===== src/rtl/scpc_pkg.sv =====
package scpc_pkg;
  localparam int SLOT_W = 18;
  localparam int FIELDS_PER_SLOT = 4;

  typedef enum logic [2:0] {
    ST_IDLE,
    ST_RD,
    ST_WR,
    ST_SHIFT,
    ST_STROBE
  } scpc_state_e;

  typedef struct packed {
    logic        valid;
    logic [15:0] off;
    logic [3:0]  len;
  } scpc_field_t;

  // position of a field inside its slot
  function automatic int field_base(input int p);
    case (p)
      0:       return 0;
      1:       return 8;
      2:       return 16;
      default: return 17;
    endcase
  endfunction

  function automatic int field_len(input int p);
    return (p < 2) ? 8 : 1;
  endfunction

  function automatic scpc_field_t sel_field(input int ntypes, input int t, input int p);
    scpc_field_t f;
    f = '0;
    if (t < ntypes && p < FIELDS_PER_SLOT) begin
      f.valid = 1'b1;
      f.off   = 16'(t * SLOT_W + field_base(p));
      f.len   = 4'(field_len(p));
    end
    return f;
  endfunction
endpackage


===== src/rtl/scpc_cache.sv =====
module scpc_cache #(
  parameter int CACHE_W = 144,
  parameter int IDX_W = 8,
  parameter logic [CACHE_W-1:0] DEF_IMAGE = '0
) (
  input  logic               clk,
  input  logic               rst,
  input  logic               we,
  input  logic [IDX_W-1:0]   widx,
  input  logic               wbit,
  input  logic [IDX_W-1:0]   ridx,
  output logic               rbit,
  output logic [CACHE_W-1:0] img
);
  always_ff @(posedge clk) begin
    if (rst) img <= DEF_IMAGE;
    else if (we) img[widx] <= wbit;
  end

  assign rbit = img[ridx];
endmodule


===== src/rtl/scpc_ctrl.sv =====
module scpc_ctrl
  import scpc_pkg::*;
#(
  parameter int NUM_TYPES = 8,
  parameter int TYPE_W = 4,
  parameter int PARAM_W = 3,
  parameter int DATA_W = 9,
  parameter int CACHE_W = 144,
  parameter int IDX_W = 8
) (
  input  logic               clk,
  input  logic               rst,
  input  logic               rd_req,
  input  logic               wr_req,
  input  logic               cfg_req,
  input  logic [TYPE_W-1:0]  sel_type,
  input  logic [PARAM_W-1:0] sel_param,
  input  logic [DATA_W-1:0]  din,
  output logic [DATA_W-1:0]  dout,
  output logic               busy,
  output logic               scan_data,
  output logic               scan_clk_en,
  output logic               scan_write,
  output logic               cache_we,
  output logic [IDX_W-1:0]   cache_widx,
  output logic               cache_wbit,
  output logic [IDX_W-1:0]   cache_ridx,
  input  logic               cache_rbit,
  output logic               reconf_active
);
  localparam int DI_W = $clog2(DATA_W);

  scpc_state_e       st;
  logic [IDX_W-1:0]  cnt;
  logic [IDX_W-1:0]  cur_off;
  logic [3:0]        cur_len;
  logic [DATA_W-1:0] wdata;
  logic              need_shift;
  scpc_field_t       fs;

  // named events for the checks
  logic idle, acc_rd, acc_wr, acc_rc, any_req, field_done, shift_last;

  assign fs         = sel_field(NUM_TYPES, int'(sel_type), int'(sel_param));
  assign idle       = (st == ST_IDLE);
  assign any_req    = rd_req | wr_req | cfg_req;
  assign acc_rc     = idle & cfg_req;
  assign acc_wr     = idle & ~cfg_req & wr_req;
  assign acc_rd     = idle & ~cfg_req & ~wr_req & rd_req;
  assign field_done = (cnt == IDX_W'(cur_len));
  assign shift_last = (cnt == IDX_W'(CACHE_W - 1));

  always_ff @(posedge clk) begin
    if (rst) begin
      st         <= ST_IDLE;
      cnt        <= '0;
      cur_off    <= '0;
      cur_len    <= '0;
      wdata      <= '0;
      dout       <= '0;
      need_shift <= 1'b1;
    end else begin
      case (st)
        ST_IDLE: begin
          cnt <= '0;
          if (acc_rc) begin
            st         <= need_shift ? ST_SHIFT : ST_STROBE;
            need_shift <= 1'b0;
          end else if (acc_wr) begin
            cur_off <= IDX_W'(fs.off);
            cur_len <= fs.valid ? fs.len : 4'd0;
            wdata   <= din;
            if (fs.valid) need_shift <= 1'b1;
            st <= ST_WR;
          end else if (acc_rd) begin
            cur_off <= IDX_W'(fs.off);
            cur_len <= fs.valid ? fs.len : 4'd0;
            dout    <= '0;
            st      <= ST_RD;
          end
        end
        ST_RD: begin
          if (field_done) st <= ST_IDLE;
          else begin
            dout[cnt[DI_W-1:0]] <= cache_rbit;
            cnt <= cnt + 1'b1;
          end
        end
        ST_WR: begin
          if (field_done) st <= ST_IDLE;
          else cnt <= cnt + 1'b1;
        end
        ST_SHIFT: begin
          if (shift_last) st <= ST_STROBE;
          else cnt <= cnt + 1'b1;
        end
        ST_STROBE: st <= ST_IDLE;
        default:   st <= ST_IDLE;
      endcase
    end
  end

  assign busy          = ~idle;
  assign reconf_active = (st == ST_SHIFT) | (st == ST_STROBE);
  assign cache_we      = (st == ST_WR) & ~field_done;
  assign cache_widx    = cur_off + cnt;
  assign cache_wbit    = wdata[cnt[DI_W-1:0]];
  assign cache_ridx    = (st == ST_SHIFT) ? (IDX_W'(CACHE_W - 1) - cnt) : (cur_off + cnt);
  assign scan_clk_en   = (st == ST_SHIFT);
  assign scan_data     = (st == ST_SHIFT) & cache_rbit;
  assign scan_write    = (st == ST_STROBE);

  // an accepted request shows busy on the following cycle
  a_r1_busy_follows: assert property (@(posedge clk) disable iff (rst)
    (idle && any_req) |=> busy);
  // busy only rises after a request was presented
  a_r1_rise_needs_req: assert property (@(posedge clk) disable iff (rst)
    $rose(busy) |-> $past(any_req));
  // the captured write value holds for the whole write window
  a_r3_wdata_held: assert property (@(posedge clk) disable iff (rst)
    (st == ST_WR && $past(st == ST_WR)) |-> $stable(wdata));
  // busy drops right after the last field bit
  a_r2_read_ends: assert property (@(posedge clk) disable iff (rst)
    (st == ST_RD && field_done) |=> !busy);
  // scan enable only inside a busy window, strobe lasts one cycle
  a_r6_en_in_busy: assert property (@(posedge clk) disable iff (rst)
    scan_clk_en |-> busy);
  a_r6_strobe_single: assert property (@(posedge clk) disable iff (rst)
    scan_write |=> !scan_write);
  // strobe-only reconfigure when nothing was written
  a_r8_quick_cfg: assert property (@(posedge clk) disable iff (rst)
    (acc_rc && !need_shift) |=> (scan_write && !scan_clk_en));
  // reconfigure wins over simultaneous write and read
  a_r10_cfg_wins: assert property (@(posedge clk) disable iff (rst)
    (idle && cfg_req && wr_req) |=> reconf_active);
endmodule


===== src/rtl/scanchain_param_cache.sv =====
module scanchain_param_cache #(
  parameter int NUM_TYPES = 8,
  parameter int TYPE_W = 4,
  parameter int PARAM_W = 3,
  parameter int DATA_W = 9,
  parameter logic [NUM_TYPES*scpc_pkg::SLOT_W-1:0] DEF_IMAGE = {NUM_TYPES{18'h12C35}}
) (
  input  logic               clk,
  input  logic               rst,
  input  logic               rd_req,
  input  logic               wr_req,
  input  logic               cfg_req,
  input  logic [TYPE_W-1:0]  sel_type,
  input  logic [PARAM_W-1:0] sel_param,
  input  logic [DATA_W-1:0]  din,
  output logic [DATA_W-1:0]  dout,
  output logic               busy,
  output logic               scan_data,
  output logic               scan_clk_en,
  output logic               scan_write
);
  localparam int CACHE_W = NUM_TYPES * scpc_pkg::SLOT_W;
  localparam int IDX_W = $clog2(CACHE_W);

  logic               c_we, c_wbit, c_rbit, reconf_active;
  logic [IDX_W-1:0]   c_widx, c_ridx;
  logic [CACHE_W-1:0] c_img;

  scpc_cache #(.CACHE_W(CACHE_W), .IDX_W(IDX_W), .DEF_IMAGE(DEF_IMAGE)) u_cache (
    .clk(clk), .rst(rst), .we(c_we), .widx(c_widx), .wbit(c_wbit),
    .ridx(c_ridx), .rbit(c_rbit), .img(c_img)
  );

  scpc_ctrl #(
    .NUM_TYPES(NUM_TYPES), .TYPE_W(TYPE_W), .PARAM_W(PARAM_W),
    .DATA_W(DATA_W), .CACHE_W(CACHE_W), .IDX_W(IDX_W)
  ) u_ctrl (
    .clk(clk), .rst(rst), .rd_req(rd_req), .wr_req(wr_req), .cfg_req(cfg_req),
    .sel_type(sel_type), .sel_param(sel_param), .din(din), .dout(dout),
    .busy(busy), .scan_data(scan_data), .scan_clk_en(scan_clk_en),
    .scan_write(scan_write), .cache_we(c_we), .cache_widx(c_widx),
    .cache_wbit(c_wbit), .cache_ridx(c_ridx), .cache_rbit(c_rbit),
    .reconf_active(reconf_active)
  );

  // the cache image holds still through a reconfigure
  a_r7_cache_hold: assert property (@(posedge clk) disable iff (rst)
    (reconf_active && $past(reconf_active)) |-> $stable(c_img));
endmodule


===== config.mk =====
export PLATFORM = sky130hd
export DESIGN_NAME = scanchain_param_cache
export DESIGN_NICKNAME = d
export VERILOG_FILES = /design/src/rtl/scpc_pkg.sv /design/src/rtl/scpc_cache.sv /design/src/rtl/scpc_ctrl.sv /design/src/rtl/scanchain_param_cache.sv
export SDC_FILE = /design/constraint.sdc
export NUM_CORES = 1
export LEC_CHECK = 0
export BUFFER_PORTS_ARGS = -buffer_cell sky130_fd_sc_hd__buf_2
export CORE_UTILIZATION = 63
export CTS_BUF_LIST = sky130_fd_sc_hd__clkbuf_8
export DETAILED_ROUTE_END_ITERATION = 16
export GPL_ROUTABILITY_DRIVEN = 0
export GPL_TIMING_DRIVEN = 0
export PLACE_DENSITY = 0.79
export SLEW_MARGIN = 30
export SYNTH_ARGS = -nofsm -noshare
export SYNTH_HDL_FRONTEND = slang
export SYNTH_SLANG_ARGS = --single-unit
export TNS_END_PERCENT = 10

===== constraint.sdc =====
create_clock -name clk -period 8 [get_ports clk]
set_input_delay 2 -clock clk [delete_from_list [all_inputs] [get_ports clk]]
set_output_delay 2 -clock clk [all_outputs]
set_load 0.1 [all_outputs]

==> out/results.txt <==
At the worst endpoint, the arrival time is 4.96 ns. The tools report the number of global-route vias before repair as 10094. The critical path in this run is classified as reg2out. In this run the worst hold path is classified as reg2reg. Transition time at the pin with the least slew margin: 1.07 ns.

Post-CTS repair timing setup buffer count: 0. The run gives 0.184 mV as the worst voltage drop across the vdd grid. The sequential cell area fraction in the yosys report is 34.9%. On the final layout, the worst hold slack is 0.460 ns. The first global-routing pass estimated 59900 um of wire. The fraction of registers with async set or reset after synthesis was 0%. The flow ran to the end, and the final reports show no timing, DRC or antenna violations. The library cells used most frequently in the layout, excluding fill and tap cells, are dfxtp_1 (184), a21oi_1 (182), nand2_1 (113). The final hold violation count is 0, and the average cell area after synthesis is 8.31 sq um. The most used flip-flop cell after synthesis is dfxtp_1. In this run the tool buffered the top-level ports with 33 buffer cells. After synthesis the netlist holds a flip-flop and latch count of 184. In this run, the number of DRC markers left after iteration 0 of detailed routing was 2005.

Headroom to the max-slew limit came out at 28.4%. The wire length per cell after detailed routing came out at 25.7 um. The growth of design area from synthesis to finish came out at 7.81%. Dividing total power by cell area gives a power density of 208 nW/um^2. TritonCTS built the clock tree. The number of setup violations in the final report was 0; the count of final max-slew check failures was 0.

The floorplan step defined a die boundary enclosing 17300 sq um. Static timing analysis puts the maximum clock frequency at 144 MHz. The share of layout cells above drive strength 1 was 12.6%; the required time of the critical path was 6.00 ns. The worst setup path is captured at an output port. The tree is rooted in a clkbuf_8. The initial utilization of the core area, before any placement, comes to 65.5%.

The kind of start point of the critical path was a flip-flop. In this run the remaining antenna-violating nets after routing total 0. The largest single stage delay on the critical path is 0.76 ns. The run gives 0 as the max capacitance violation total. Buffers inserted to repair hold after CTS numbered 0.

0 antenna diodes ended up in the layout. In the global route stage, overall resource usage came out at 46.1%. The maximum number of pins on one net before global-route repair is 17, and the estimated wirelength of the detail-placed design is 27500 um.

The logs give 0 for the total of warnings raised by yosys and 10600 sq um for the cell area after technology mapping. From bottom edge to top edge, the die measures 131 um. The clock period could shrink to 6.96 ns.

For this run, design rule violations remaining after detail routing come to 0. In this run the core area contains 46 standard-cell rows. The run gives 0 as the number of antenna violations at the first check in global routing. Of all nets on the critical path, the largest fanout is 10. Post-CTS repair changed the size of 0 cells. The number of buffers created by CTS is 17, and the x dimension of the die is 131 um. Among all stages on the critical path, the largest delay is contributed by xnor2_1. After technology mapping, the gate count stands at 1270. Once layout is complete, the utilization of the core stands at 70.6%. The maximum clock skew at final layout was 0.0206 ns; the number of enable-type register cells in the synthesized netlist was 0. Setup repair after global routing left no endpoint under its margin.

The tools report the number of optimization iterations in the first detailed-route pass as 7. The run gives 4.37 nW as the leakage power of the design. For the post-synthesis cell type count, the log shows 68.

Of the available clock period, the critical path in the final layout requires 87.0%. The library cell used most frequently in the layout, excluding fill and tap cells, is dfxtp_1. In this run the deepest clock path goes through 2 buffers.

The final sum of negative setup slack came out at 0 ns. After floorplanning, the core was sized to cover 16100 sq um. The run gives 1350 as the fill cell total of the finished layout. Total power for the finished layout comes to 2.37 mW.

The clock-pin slew reported for the worst setup and hold paths after clock tree synthesis was 0.08 ns. The wire length after detailed routing came out at 39900 um. The critical path goes through ha_1, fa_1, xnor2_1, nand2_1, and2_1, clkbuf_1, a2111oi_2, a41oi_1, nand4_1, o31ai_1, o31ai_4, nor2_1, buf_2. For this block, the via count after detailed routing is 11137.

The tools report the overall overflow remaining after global route as 0. The net count after synthesis is 1311, and the clock sink count is 184. In the final design database the tool counted 1363 nets.

The tools report the number of ports placed on the die boundary as 34. The average via count per standard cell came out at 7.18. Clock latency on the worst-skew pair, taken at its later pin, is 0.50 ns. The clock tree synthesis step divided the H-tree into 4 levels.
[per-layer routing]
| layer | vias to the layer above | routed length, um | share of wire [%] | GRT usage [%] |
|---|---|---|---|---|
| li1 | 4791 | - | - | - |
| met1 | 5036 | 13600 | 34 | 57.9 |
| met2 | 1025 | 16200 | 41 | 66.1 |
| met3 | 285 | 6450 | 16 | 15.2 |
| met4 | 0 | 3570 | 9.0 | 33.5 |
| met5 | - | 0 | 0 | 0 |
[layout make-up]
type                       instances  area [sq um]  area share [%]
inverter                          19          71.3           0.627
sequential                       184          3680            32.4
timing repair buffer              33           165            1.45
multi-input combinational        947          6270            55.1
clock inverter                    14           134            1.18
clock buffer                      18           248            2.18
tap                              216           270            2.38
buffer                           120           534            4.70
[stage by stage]
| stage | cells | worst slack (ns) | cell area (sq um) |
|---|---|---|---|
| 6_report | 1551 | 1.04 | 11400 |
| 5_1_grt | 1551 | 0.973 | 11400 |
| 4_1_cts | 1551 | 1.22 | 11400 |
| 3_5_place_dp | 1519 | 1.76 | 11000 |
| 3_3_place_gp | 1519 | 1.79 | 11000 |
| 2_1_floorplan | 1270 | 2.04 | 10600 |
[cell families (layout without fill, tap and decap cells)]
group / Yosys count / count (layout) / share of synthesized area (%)
AND/OR/NAND/NOR: 462 / 462 / 22.0
AO/OA/AOI/OAI: 377 / 377 / 21.5
flip-flops: 184 / 184 / 34.9
buffers and inverters: 139 / 204 / 5.74
multiplexers: 68 / 68 / 11.6
adder cells (fa/ha/maj): 20 / 20 / 2.51
XOR/XNOR: 20 / 20 / 1.66
[power breakdown]
group / leakage [nW] / switching, mW / total (mW) / internal, mW
combinational: 2.68 / 0.539 / 0.789 / 0.250
clock: 0.201 / 0.355 / 0.638 / 0.283
sequential: 1.49 / 0.0152 / 0.942 / 0.927
total: 4.37 / 0.909 / 2.37 / 1.46
[state kept, by name, summed over array words and instances (netlist names)]
| signal | count |
|---|---|
| u_ctrl.dout | 9 |
| u_ctrl.cnt | 8 |
| u_ctrl.wdata | 9 |
| u_ctrl.cur_off | 8 |
| u_ctrl.need_shift | 1 |
| u_ctrl.st | 3 |
| u_cache.img | 144 |
| u_ctrl.cur_len | 2 |
[worst max-delay path: cells and delay by family (launching register included)]
| family | cells | cell delay (ns) |
|---|---|---|
| AO/OA/AOI/OAI | 4 | 1.22 |
| XOR/XNOR | 1 | 0.76 |
| adder cells (fa/ha/maj) | 2 | 0.72 |
| buffers and inverters | 2 | 0.64 |
| flip-flops | 1 | 0.40 |
| AND/OR/NAND/NOR | 4 | 0.74 |
[worst paths after layout]
path | from | to | slack, ns | cells after the start
hold / removal | u_ctrl.wdata[6]$_SDFFE_PP0P_ | u_ctrl.wdata[6]$_SDFFE_PP0P_ | 0.46 | 2
setup / recovery | u_ctrl.cnt[0]$_SDFFE_PP0P_ | scan_data | 1.04 | 13
setup reg to reg | u_ctrl.cnt[0]$_SDFFE_PP0P_ | u_cache.img[138]$_SDFFE_PP0P_ | 3.51 | 9
hold reg to reg | u_ctrl.wdata[6]$_SDFFE_PP0P_ | u_ctrl.wdata[6]$_SDFFE_PP0P_ | 0.46 | 2
[cell usage after synthesis (6+ instances only)]
cell type / number / area, sq um
and3_1: 87 / 544
a211oi_1: 6 / 45.0
buf_2: 31 / 155
ha_1: 18 / 225
nor2_1: 56 / 210
nor3_1: 85 / 425
nand4_1: 6 / 37.5
or3_1: 6 / 37.5
o21bai_1: 11 / 82.6
a311oi_1: 21 / 184
mux2i_1: 17 / 170
clkbuf_1: 78 / 293
inv_1: 19 / 71.3
o21ai_0: 77 / 385
o32ai_1: 9 / 78.8
buf_4: 6 / 45.0
o211ai_1: 10 / 75.1
a31oi_1: 9 / 56.3
nand3_1: 66 / 330
dfxtp_1: 184 / 3680
mux4_2: 43 / 968
nor2b_1: 12 / 75.1
mux2_2: 8 / 90.1
xor2_1: 9 / 78.8
and2_1: 8 / 50.1
xnor2_1: 11 / 96.3
a21oi_1: 182 / 911
nand2_1: 113 / 424
No activity file was read; power rests on OpenSTA's default activity.
